<file path="src/rtl/vldq_pkg.sv">
// Package: shared defaults and the sequencer state type.
// Assumes: all modules of the fault-first load block import it.
package vldq_pkg;
    localparam int NREG_DEF  = 32;
    localparam int XLEN_DEF  = 32;
    localparam int MAXVL_DEF = 16;

    typedef enum logic [1:0] {
        SQ_IDLE,
        SQ_STEP,
        SQ_WAIT,
        SQ_FIN
    } seq_state_e;
endpackage

</file>
<file path="src/rtl/vldq_regfile.sv">
// Register file: NREG words of XLEN bits, one write port and two
// combinational read ports. Cleared to zero by reset.
// Assumes: the caller arbitrates the single write port.
module vldq_regfile #(
    parameter int NREG = vldq_pkg::NREG_DEF,
    parameter int XLEN = vldq_pkg::XLEN_DEF,
    localparam int RIDX_W = $clog2(NREG)
) (
    input  logic              clk,
    input  logic              rst_n,
    input  logic              we,
    input  logic [RIDX_W-1:0] waddr,
    input  logic [XLEN-1:0]   wdata,
    input  logic [RIDX_W-1:0] raddr_a,
    output logic [XLEN-1:0]   rdata_a,
    input  logic [RIDX_W-1:0] raddr_b,
    output logic [XLEN-1:0]   rdata_b
);
    logic [XLEN-1:0] regs_q [NREG];

    genvar g;
    generate
        for (g = 0; g < NREG; g++) begin : g_word
            // Purpose: clear one word on reset, update it on a matching write.
            always_ff @(posedge clk) begin
                if (!rst_n) begin
                    regs_q[g] <= '0;
                end else if (we && (waddr == RIDX_W'(g))) begin
                    regs_q[g] <= wdata;
                end
            end
        end
    endgenerate

    // Purpose: asynchronous read for the sequencer and the inspection port.
    assign rdata_a = regs_q[raddr_a];
    assign rdata_b = regs_q[raddr_b];
endmodule

</file>
<file path="src/rtl/vldq_mem_model.sv">
// Memory model: accepts one request at a time over valid/ready and
// answers on the next cycle with inverted-address data and a fault flag
// for addresses at or above FAULT_BASE.
// Assumes: the requester takes the response in the cycle it appears.
module vldq_mem_model #(
    parameter int XLEN = vldq_pkg::XLEN_DEF,
    parameter logic [XLEN-1:0] FAULT_BASE = 'h0001_0000
) (
    input  logic            clk,
    input  logic            rst_n,
    input  logic            req_valid,
    output logic            req_ready,
    input  logic [XLEN-1:0] req_addr,
    output logic            rsp_valid,
    output logic [XLEN-1:0] rsp_data,
    output logic            rsp_fault
);
    logic            pend_q;
    logic [XLEN-1:0] data_q;
    logic            fault_q;

    // Purpose: only one request may be in flight.
    assign req_ready = !pend_q;

    // Purpose: capture an accepted request and form its response.
    always_ff @(posedge clk) begin
        if (!rst_n) begin
            pend_q  <= 1'b0;
            data_q  <= '0;
            fault_q <= 1'b0;
        end else if (req_valid && req_ready) begin
            pend_q  <= 1'b1;
            data_q  <= ~req_addr;
            fault_q <= (req_addr >= FAULT_BASE);
        end else begin
            pend_q  <= 1'b0;
        end
    end

    assign rsp_valid = pend_q;
    assign rsp_data  = data_q;
    assign rsp_fault = fault_q;

    AST_REQ_HOLD: assert property (@(posedge clk) disable iff (!rst_n)
        (req_valid && !req_ready) |=> (req_valid && $stable(req_addr)))
        else $error("request dropped or changed while stalled");
    AST_ONE_INFLIGHT: assert property (@(posedge clk) disable iff (!rst_n)
        rsp_valid |-> $past(req_valid && req_ready))
        else $error("response without an accepted request");
endmodule

</file>
<file path="src/rtl/vldq_bounds.sv">
// Range check: flags a vector length outside 1..MAXVL or a register
// window that would run past the end of the register file.
// Assumes: purely combinational, evaluated on the start inputs.
module vldq_bounds #(
    parameter int NREG  = vldq_pkg::NREG_DEF,
    parameter int MAXVL = vldq_pkg::MAXVL_DEF,
    localparam int RIDX_W = $clog2(NREG),
    localparam int VL_W   = $clog2(MAXVL + 1),
    localparam int SW     = RIDX_W + VL_W + 1
) (
    input  logic [VL_W-1:0]   vl,
    input  logic [RIDX_W-1:0] ra,
    input  logic [RIDX_W-1:0] rt,
    output logic              bad
);
    logic [SW-1:0] ra_end;
    logic [SW-1:0] rt_end;

    // Purpose: one past the last register touched on each side.
    assign ra_end = SW'(ra) + SW'(vl);
    assign rt_end = SW'(rt) + SW'(vl);

    // Purpose: combine the length and window checks.
    assign bad = (vl == '0)
              || (vl > VL_W'(MAXVL))
              || (ra_end > SW'(NREG))
              || (rt_end > SW'(NREG));
endmodule

</file>
<file path="src/rtl/vldq_seq.sv">
// Sequencer: walks the elements of one vector load, one per step,
// issuing a memory request for each enabled element and writing the
// response into the destination window. A fault on element 0 raises
// an exception; a later fault truncates the vector length.
// Assumes: the bounds verdict arrives with start; memory answers after
// one cycle and never stalls a response.
module vldq_seq #(
    parameter int NREG  = vldq_pkg::NREG_DEF,
    parameter int XLEN  = vldq_pkg::XLEN_DEF,
    parameter int MAXVL = vldq_pkg::MAXVL_DEF,
    localparam int RIDX_W = $clog2(NREG),
    localparam int VL_W   = $clog2(MAXVL + 1),
    localparam int MIDX_W = $clog2(MAXVL)
) (
    input  logic              clk,
    input  logic              rst_n,
    input  logic              start,
    input  logic [VL_W-1:0]   vl_in,
    input  logic [MAXVL-1:0]  mask_in,
    input  logic [RIDX_W-1:0] ra_in,
    input  logic [RIDX_W-1:0] rt_in,
    input  logic [XLEN-1:0]   imm_in,
    input  logic              bad_in,
    output logic              busy,
    output logic              done,
    output logic [VL_W-1:0]   vl_out,
    output logic              exc,
    output logic              illegal,
    output logic [RIDX_W-1:0] rf_raddr,
    input  logic [XLEN-1:0]   rf_rdata,
    output logic              rf_we,
    output logic [RIDX_W-1:0] rf_waddr,
    output logic [XLEN-1:0]   rf_wdata,
    output logic              req_valid,
    input  logic              req_ready,
    output logic [XLEN-1:0]   req_addr,
    input  logic              rsp_valid,
    input  logic [XLEN-1:0]   rsp_data,
    input  logic              rsp_fault
);
    import vldq_pkg::*;

    seq_state_e        state_q;
    logic [VL_W-1:0]   vl_q;
    logic [VL_W-1:0]   idx_q;
    logic [MAXVL-1:0]  mask_q;
    logic [RIDX_W-1:0] ra_q;
    logic [RIDX_W-1:0] rt_q;
    logic [XLEN-1:0]   imm_q;
    logic [VL_W-1:0]   vl_res_q;
    logic              exc_q;
    logic              ill_q;
    logic              accept;
    logic              at_end;
    logic              elem_on;

    // Purpose: decode the current step.
    assign accept  = (state_q == SQ_IDLE) && start;
    assign at_end  = (idx_q == vl_q);
    assign elem_on = mask_q[idx_q[MIDX_W-1:0]];

    // Purpose: address and destination of the current element.
    assign rf_raddr  = ra_q + RIDX_W'(idx_q);
    assign rf_waddr  = rt_q + RIDX_W'(idx_q);
    assign req_addr  = rf_rdata + imm_q;
    assign req_valid = (state_q == SQ_STEP) && !at_end && elem_on;
    assign rf_we     = (state_q == SQ_WAIT) && rsp_valid && !rsp_fault;
    assign rf_wdata  = rsp_data;

    // Purpose: control FSM, operand latches and result registers.
    always_ff @(posedge clk) begin
        if (!rst_n) begin
            state_q  <= SQ_IDLE;
            vl_q     <= '0;
            idx_q    <= '0;
            mask_q   <= '0;
            ra_q     <= '0;
            rt_q     <= '0;
            imm_q    <= '0;
            vl_res_q <= '0;
            exc_q    <= 1'b0;
            ill_q    <= 1'b0;
        end else begin
            case (state_q)
                SQ_IDLE: begin
                    if (accept) begin
                        vl_q     <= vl_in;
                        mask_q   <= mask_in;
                        ra_q     <= ra_in;
                        rt_q     <= rt_in;
                        imm_q    <= imm_in;
                        idx_q    <= '0;
                        exc_q    <= 1'b0;
                        ill_q    <= bad_in;
                        vl_res_q <= vl_in;
                        state_q  <= bad_in ? SQ_FIN : SQ_STEP;
                    end
                end
                SQ_STEP: begin
                    if (at_end) begin
                        vl_res_q <= vl_q;
                        state_q  <= SQ_FIN;
                    end else if (!elem_on) begin
                        idx_q <= idx_q + 1'b1;
                    end else if (req_ready) begin
                        state_q <= SQ_WAIT;
                    end
                end
                SQ_WAIT: begin
                    if (rsp_valid) begin
                        if (rsp_fault) begin
                            if (idx_q == '0) begin
                                exc_q    <= 1'b1;
                                vl_res_q <= vl_q;
                            end else begin
                                vl_res_q <= idx_q;
                            end
                            state_q <= SQ_FIN;
                        end else begin
                            idx_q   <= idx_q + 1'b1;
                            state_q <= SQ_STEP;
                        end
                    end
                end
                default: begin
                    state_q <= SQ_IDLE;
                end
            endcase
        end
    end

    assign busy    = (state_q != SQ_IDLE);
    assign done    = (state_q == SQ_FIN);
    assign vl_out  = vl_res_q;
    assign exc     = exc_q;
    assign illegal = ill_q;

    // Assertion support: whether the current instruction touched memory
    // or the register file.
    logic req_seen_q;
    logic wr_seen_q;
    always_ff @(posedge clk) begin
        if (!rst_n) begin
            req_seen_q <= 1'b0;
            wr_seen_q  <= 1'b0;
        end else if (accept) begin
            req_seen_q <= 1'b0;
            wr_seen_q  <= 1'b0;
        end else begin
            if (req_valid && req_ready) req_seen_q <= 1'b1;
            if (rf_we)                  wr_seen_q  <= 1'b1;
        end
    end

    AST_ILLEGAL_NO_ACCESS: assert property (@(posedge clk) disable iff (!rst_n)
        (done && illegal) |-> (!req_seen_q && !wr_seen_q))
        else $error("illegal instruction touched memory");
    AST_EXC_NO_WRITE: assert property (@(posedge clk) disable iff (!rst_n)
        (done && exc) |-> !wr_seen_q)
        else $error("exception after a register write");
    AST_VL_NOT_GROW: assert property (@(posedge clk) disable iff (!rst_n)
        done |-> (vl_out <= vl_q))
        else $error("reported length above requested");
    AST_WRITE_AFTER_ACCESS: assert property (@(posedge clk) disable iff (!rst_n)
        rf_we |-> $past(req_valid && req_ready))
        else $error("register write without memory access");
    AST_DONE_PULSE: assert property (@(posedge clk) disable iff (!rst_n)
        done |=> !done)
        else $error("done longer than one cycle");
    AST_CFG_STABLE: assert property (@(posedge clk) disable iff (!rst_n)
        (busy && $past(busy)) |-> ($stable(vl_q) && $stable(imm_q) && $stable(rt_q)))
        else $error("operands changed while busy");
endmodule

</file>
<file path="src/rtl/vldq_ffload.sv">
// Top: fault-first vector load block. Ties the range check, sequencer,
// register file and memory model together and arbitrates the register
// write port between the sequencer and the idle-only preload port.
// Assumes: start and preload are driven synchronously to clk.
module vldq_ffload #(
    parameter int NREG  = vldq_pkg::NREG_DEF,
    parameter int XLEN  = vldq_pkg::XLEN_DEF,
    parameter int MAXVL = vldq_pkg::MAXVL_DEF,
    parameter logic [XLEN-1:0] FAULT_BASE = 'h0001_0000,
    localparam int RIDX_W = $clog2(NREG),
    localparam int VL_W   = $clog2(MAXVL + 1)
) (
    input  logic              clk,
    input  logic              rst_n,
    input  logic              start,
    input  logic [VL_W-1:0]   vl_in,
    input  logic [MAXVL-1:0]  mask_in,
    input  logic [RIDX_W-1:0] ra_in,
    input  logic [RIDX_W-1:0] rt_in,
    input  logic [XLEN-1:0]   imm_in,
    input  logic              pre_we,
    input  logic [RIDX_W-1:0] pre_idx,
    input  logic [XLEN-1:0]   pre_data,
    input  logic [RIDX_W-1:0] rd_idx,
    output logic [XLEN-1:0]   rd_data,
    output logic              busy,
    output logic              done,
    output logic [VL_W-1:0]   vl_out,
    output logic              exc,
    output logic              illegal
);
    logic              bad;
    logic [RIDX_W-1:0] seq_raddr;
    logic [XLEN-1:0]   seq_rdata;
    logic              seq_we;
    logic [RIDX_W-1:0] seq_waddr;
    logic [XLEN-1:0]   seq_wdata;
    logic              req_valid;
    logic              req_ready;
    logic [XLEN-1:0]   req_addr;
    logic              rsp_valid;
    logic [XLEN-1:0]   rsp_data;
    logic              rsp_fault;
    logic              pre_ok;
    logic              rf_we;
    logic [RIDX_W-1:0] rf_waddr;
    logic [XLEN-1:0]   rf_wdata;

    vldq_bounds #(.NREG(NREG), .MAXVL(MAXVL)) u_bounds (
        .vl  (vl_in),
        .ra  (ra_in),
        .rt  (rt_in),
        .bad (bad)
    );

    vldq_seq #(.NREG(NREG), .XLEN(XLEN), .MAXVL(MAXVL)) u_seq (
        .clk       (clk),
        .rst_n     (rst_n),
        .start     (start),
        .vl_in     (vl_in),
        .mask_in   (mask_in),
        .ra_in     (ra_in),
        .rt_in     (rt_in),
        .imm_in    (imm_in),
        .bad_in    (bad),
        .busy      (busy),
        .done      (done),
        .vl_out    (vl_out),
        .exc       (exc),
        .illegal   (illegal),
        .rf_raddr  (seq_raddr),
        .rf_rdata  (seq_rdata),
        .rf_we     (seq_we),
        .rf_waddr  (seq_waddr),
        .rf_wdata  (seq_wdata),
        .req_valid (req_valid),
        .req_ready (req_ready),
        .req_addr  (req_addr),
        .rsp_valid (rsp_valid),
        .rsp_data  (rsp_data),
        .rsp_fault (rsp_fault)
    );

    // Purpose: preload writes land only while no instruction runs.
    assign pre_ok   = pre_we && !busy;
    assign rf_we    = seq_we || pre_ok;
    assign rf_waddr = seq_we ? seq_waddr : pre_idx;
    assign rf_wdata = seq_we ? seq_wdata : pre_data;

    vldq_regfile #(.NREG(NREG), .XLEN(XLEN)) u_rf (
        .clk     (clk),
        .rst_n   (rst_n),
        .we      (rf_we),
        .waddr   (rf_waddr),
        .wdata   (rf_wdata),
        .raddr_a (seq_raddr),
        .rdata_a (seq_rdata),
        .raddr_b (rd_idx),
        .rdata_b (rd_data)
    );

    vldq_mem_model #(.XLEN(XLEN), .FAULT_BASE(FAULT_BASE)) u_mem (
        .clk       (clk),
        .rst_n     (rst_n),
        .req_valid (req_valid),
        .req_ready (req_ready),
        .req_addr  (req_addr),
        .rsp_valid (rsp_valid),
        .rsp_data  (rsp_data),
        .rsp_fault (rsp_fault)
    );

    AST_SEQ_WRITE_BUSY: assert property (@(posedge clk) disable iff (!rst_n)
        seq_we |-> busy)
        else $error("sequencer write while idle");
endmodule

</file>
<file path="config.mk">
export PLATFORM = sky130hd
export DESIGN_NAME = vldq_ffload
export DESIGN_NICKNAME = d
export VERILOG_FILES = /design/src/rtl/vldq_pkg.sv /design/src/rtl/vldq_regfile.sv /design/src/rtl/vldq_mem_model.sv /design/src/rtl/vldq_bounds.sv /design/src/rtl/vldq_seq.sv /design/src/rtl/vldq_ffload.sv
export SDC_FILE = /design/constraint.sdc
export NUM_CORES = 2
export LEC_CHECK = 0
export BUFFER_PORTS_ARGS = -buffer_cell sky130_fd_sc_hd__buf_2
export CAP_MARGIN = 20
export CORE_ASPECT_RATIO = 0.75
export CORE_MARGIN = 8
export CORE_UTILIZATION = 60
export DETAILED_ROUTE_END_ITERATION = 10
export PLACE_DENSITY_LB_ADDON = 0.25
export SLEW_MARGIN = 20
export SYNTH_ARGS = -nofsm -noshare
export SYNTH_HDL_FRONTEND = slang
export SYNTH_SLANG_ARGS = --single-unit
</file>
<file path="constraint.sdc">
create_clock -name clk -period 17.1 [get_ports clk]
set_clock_uncertainty 0.15 [all_clocks]
set_input_delay 3.42 -clock clk [delete_from_list [all_inputs] [get_ports clk]]
set_output_delay 3.42 -clock clk [all_outputs]
set_load 0.01 [all_outputs]
</file>
==> out/qor.csv <==
stage,metric,value,unit
cts,clock transition at the register clock pins on the worst setup and hold paths after CTS,0.06,ns
min_path,WHS Path Cells,2,
critical_path,length in cells of the worst reg-to-reg path,20,
critical_path,maximum fanout along the worst path,119,
critical_path,Critical Path RT,13.53,ns
sta,remaining max-slew budget at the tightest pin,0.164,
sta,setup_tns,0,ns
synthesis,distinct cell type count of the synthesized netlist,61,
cts,TritonCTS buffer count,108,
cts,later-pin clock latency in the skew report,0.74,ns
synthesis,most used standard cells in the synthesized netlist,"nor2_1, edfxtp_1, mux4_2, nand2_1, clkbuf_1",
finish,Fill cells,6977,
floorplan,area of the core,0.0986,mm²
power,power density relative to cell area,128,mW/mm²
synthesis,most common cell in the netlist,nor2_1,
critical_path,kind of end point of the critical path,output pin,
synthesis,ys flop type,edfxtp_1,
detailed_routing,final routed DRC violation total,0,
power,static leakage,24.0,nW
critical_path,"slowest stage cell, crit path",buf_4,
synthesis,share of the yosys chip area belonging to registers,0.556,
cts,clock tree from TritonCTS,built,
synthesis,leading cell types by total area after synthesis,"edfxtp_1, mux4_2, nor2_1",
synthesis,Yosys top cell area share,0.518,
sta,clock period minus worst slack,10.35,ns
sta,final clock period utilization by the worst path,0.605,
sta,fmax,96.6,MHz
critical_path,category of the worst setup path launch point,input port,
synthesis,largest area contributor in the synthesized netlist,edfxtp_1,
cts,Clock Root Buffer,clkbuf_16,
cts,post-CTS setup buffers,0,
critical_path,arrival time worst endpoint,6.78,ns
finish,fraction of final layout cells sized beyond drive strength 1,0.256,
floorplan,vertical extent of the die,288,µm
finish,Layout Cell Area excl Fill,0.0657,mm²
finish,P&R area growth vs syn,10.8,%
critical_path,cells along the critical path,buf_8 -> buf_4 -> mux4_2 -> mux4_2 -> mux2_2 -> buf_2,
placement,setup slack after placement,6.84,ns
placement,placed inst area,0.0620,mm²
detailed_routing,Initial DRC Count,8362,
floorplan,Die Span X,379,µm
sta,Final Setup Violations,0,
global_routing,wire length of the first global-routing pass,298,mm
floorplan,Site Rows,100,
detailed_routing,DR vias,44000,
flow_run,count of maximum capacitance violations,0,
detailed_routing,WL per Instance,35.3,µm
min_path,classification of the worst-slack hold path,reg -> reg,
floorplan,area of the die,0.109,mm²
critical_path,family with the most delay on the worst path,buffers and inverters,
run_status,outcome,finished clean,
synthesis,async set-or-reset flop fraction in the synthesized netlist,0,
critical_path,depth of the critical timing path with buffers and inverters included,6,
cts,number of hold-repair buffers added at the cts stage,0,
critical_path,CP peak stage delay,1.01,ns
power,IR Drop Worst-Case VDD,0.000159,V
synthesis,number of flops mapped to enable cells by yosys,1024,
synthesis,#FFs+latches synth,1135,
cts,post_cts resized,0,
synthesis,cell count after synthesis,4564,
finish,final net count,4691,
sta,actual transition at the worst max-transition pin,1.25,ns
placement,Routability Congestion,0.878,
sta,Final WS setup,6.75,ns
cts,maximum buffer depth of the clock tree,3,
detailed_routing,remaining antenna violation count,0,
global_routing,total grt overflow,0,
synthesis,area of the mapped netlist,0.0593,mm²
synthesis,number of nets produced by synthesis,4735,
critical_path,buffers and inverters on the worst path,3,
detailed_routing,final wirelength,210,mm
sta,RSZ-0062 raised after global routing,false,
floorplan,Boundary Pins,150,
synthesis,yosys warns,0,
detailed_routing,average vias per placed instance,7.40,
sta,count of pins over their slew limit,0,
synthesis,Avg Synthesized Cell Area,13.0,µm²
sta,total count of hold-check failures in the final report,0,
floorplan,Initial Utilization,0.602,
global_routing,largest net degree at the start of global routing,144,
placement,number of buffers inserted by port buffering,149,
cts,total clock sinks,1135,
global_routing,overall routing resource usage,0.381,
global_routing,antenna violations before repair,8,
global_routing,via count of the first global-routing pass,42100,
critical_path,critical setup path kind,in -> out,
placement,hpwl dp,115,mm
critical_path,Worst path most repeated cell,mux4_2,
detailed_routing,iteration count of the initial detailed-routing pass,6,
cts,deepest level of the CTS H-tree,3,
-- worst paths after layout --
path	start	endpoint	slack, ns
worst min-delay path	u_seq.mask_q[6]	u_seq.mask_q[6]	0.31
worst min register to register	u_seq.mask_q[6]	u_seq.mask_q[6]	0.31
worst max register to register	u_seq.idx_q[0]	u_mem.rsp_fault	8.42
worst max-delay path	rd_idx[1]	rd_data[31]	6.75
-- registers in the layout, indices dropped and copies added, names as in the netlist --
name,cells
u_rf.regs_q,1024
u_mem.rsp_data,32
u_seq.imm_q,32
u_seq.mask_q,16
u_seq.idx_q,5
u_seq.ra_q,5
u_seq.rt_q,5
u_seq.vl_out,5
u_seq.vl_q,5
u_seq.state_q,2
u_mem.rsp_fault,1
u_mem.rsp_valid,1
u_seq.exc,1
u_seq.illegal,1
-- stage by stage --
step	total power, mW	instances	hold slack (ns)	util
after floorplan	5.13	4564	0.283	-
after global placement	5.83	5726	0.290	0.627
after detailed placement	5.87	5731	0.297	0.629
after CTS	8.32	5930	0.305	0.665
after global routing	8.65	5935	0.327	0.666
final	8.40	5944	0.305	0.667
-- placed cells by master (no fill, tap or decap), types with 8 or more instances in the layout --
cell	synthesis	final
o21ai_4	0	32
clkinv_2	0	17
nand2_1	507	473
o21a_1	10	10
xor2_1	17	16
a21oi_1	117	117
bufinv_16	0	12
nor2_1	1111	1111
dfxtp_1	111	111
o21ai_1	2	8
ha_1	57	56
xnor2_1	27	26
a31oi_1	9	9
clkbuf_1	335	18
buf_4	0	125
a211oi_1	40	40
mux2_2	32	32
mux2i_4	0	19
nand3_1	170	170
mux4_2	581	581
nand2b_1	10	9
nor3_1	10	10
clkbuf_16	0	112
clkinv_1	0	19
mux2i_2	0	13
clkinvlp_4	0	9
nand2_2	0	33
a21o_1	29	29
nor2b_1	9	8
nand4_1	8	8
edfxtp_1	1024	1024
inv_1	27	26
o21ai_0	85	46
diode_2	0	9
buf_2	34	144
-- where the power goes --
group / leakage [nW] / internal, mW / switching (mW) / total, mW
logic: 10.8 / 1.09 / 1.54 / 2.64
clock network: 1.73 / 1.38 / 1.11 / 2.49
registers: 11.5 / 3.17 / 0.103 / 3.27
total: 24.0 / 5.64 / 2.76 / 8.40
-- cell type report --
class	instances	area, µm²	area share
Multi-Input combinational cell	2962	25300	0.386
Inverter	27	104	0.00158
Clock inverter	69	738	0.0112
Antenna cell	9	22.5	0.000343
Timing Repair Buffer	286	2040	0.0310
Tap cell	1326	1660	0.0252
Clock buffer	130	2850	0.0433
Sequential cell	1135	33000	0.502
-- layer usage --
metal | global-route usage | share of wire
met4 | 0.181 | 0.059
met2 | 0.538 | 0.42
met5 | 0.00269 | 0.00062
met3 | 0.197 | 0.20
met1 | 0.487 | 0.32
-- logic make-up (layout without fill, tap and decap cells) --
| kind of cell | count (synthesis) | count (layout) | share of synthesized area |
|---|---|---|---|
| simple gates | 1863 | 1863 | 0.125 |
| flops | 1135 | 1135 | 0.556 |
| mux | 650 | 650 | 0.233 |
| buf+inv | 467 | 512 | 0.0304 |
| compound gates | 343 | 343 | 0.0357 |
| fa+ha+maj | 62 | 62 | 0.0137 |
| xor+xnor | 44 | 44 | 0.00650 |
| other cells | 0 | 9 | 0 |
-- worst min-delay path, stage by stage (launching register included) --
cell     delay, ns
dfxtp_1       0.30
nand2_1       0.05
a21oi_1       0.05
(Power assumes the default switching activity.)
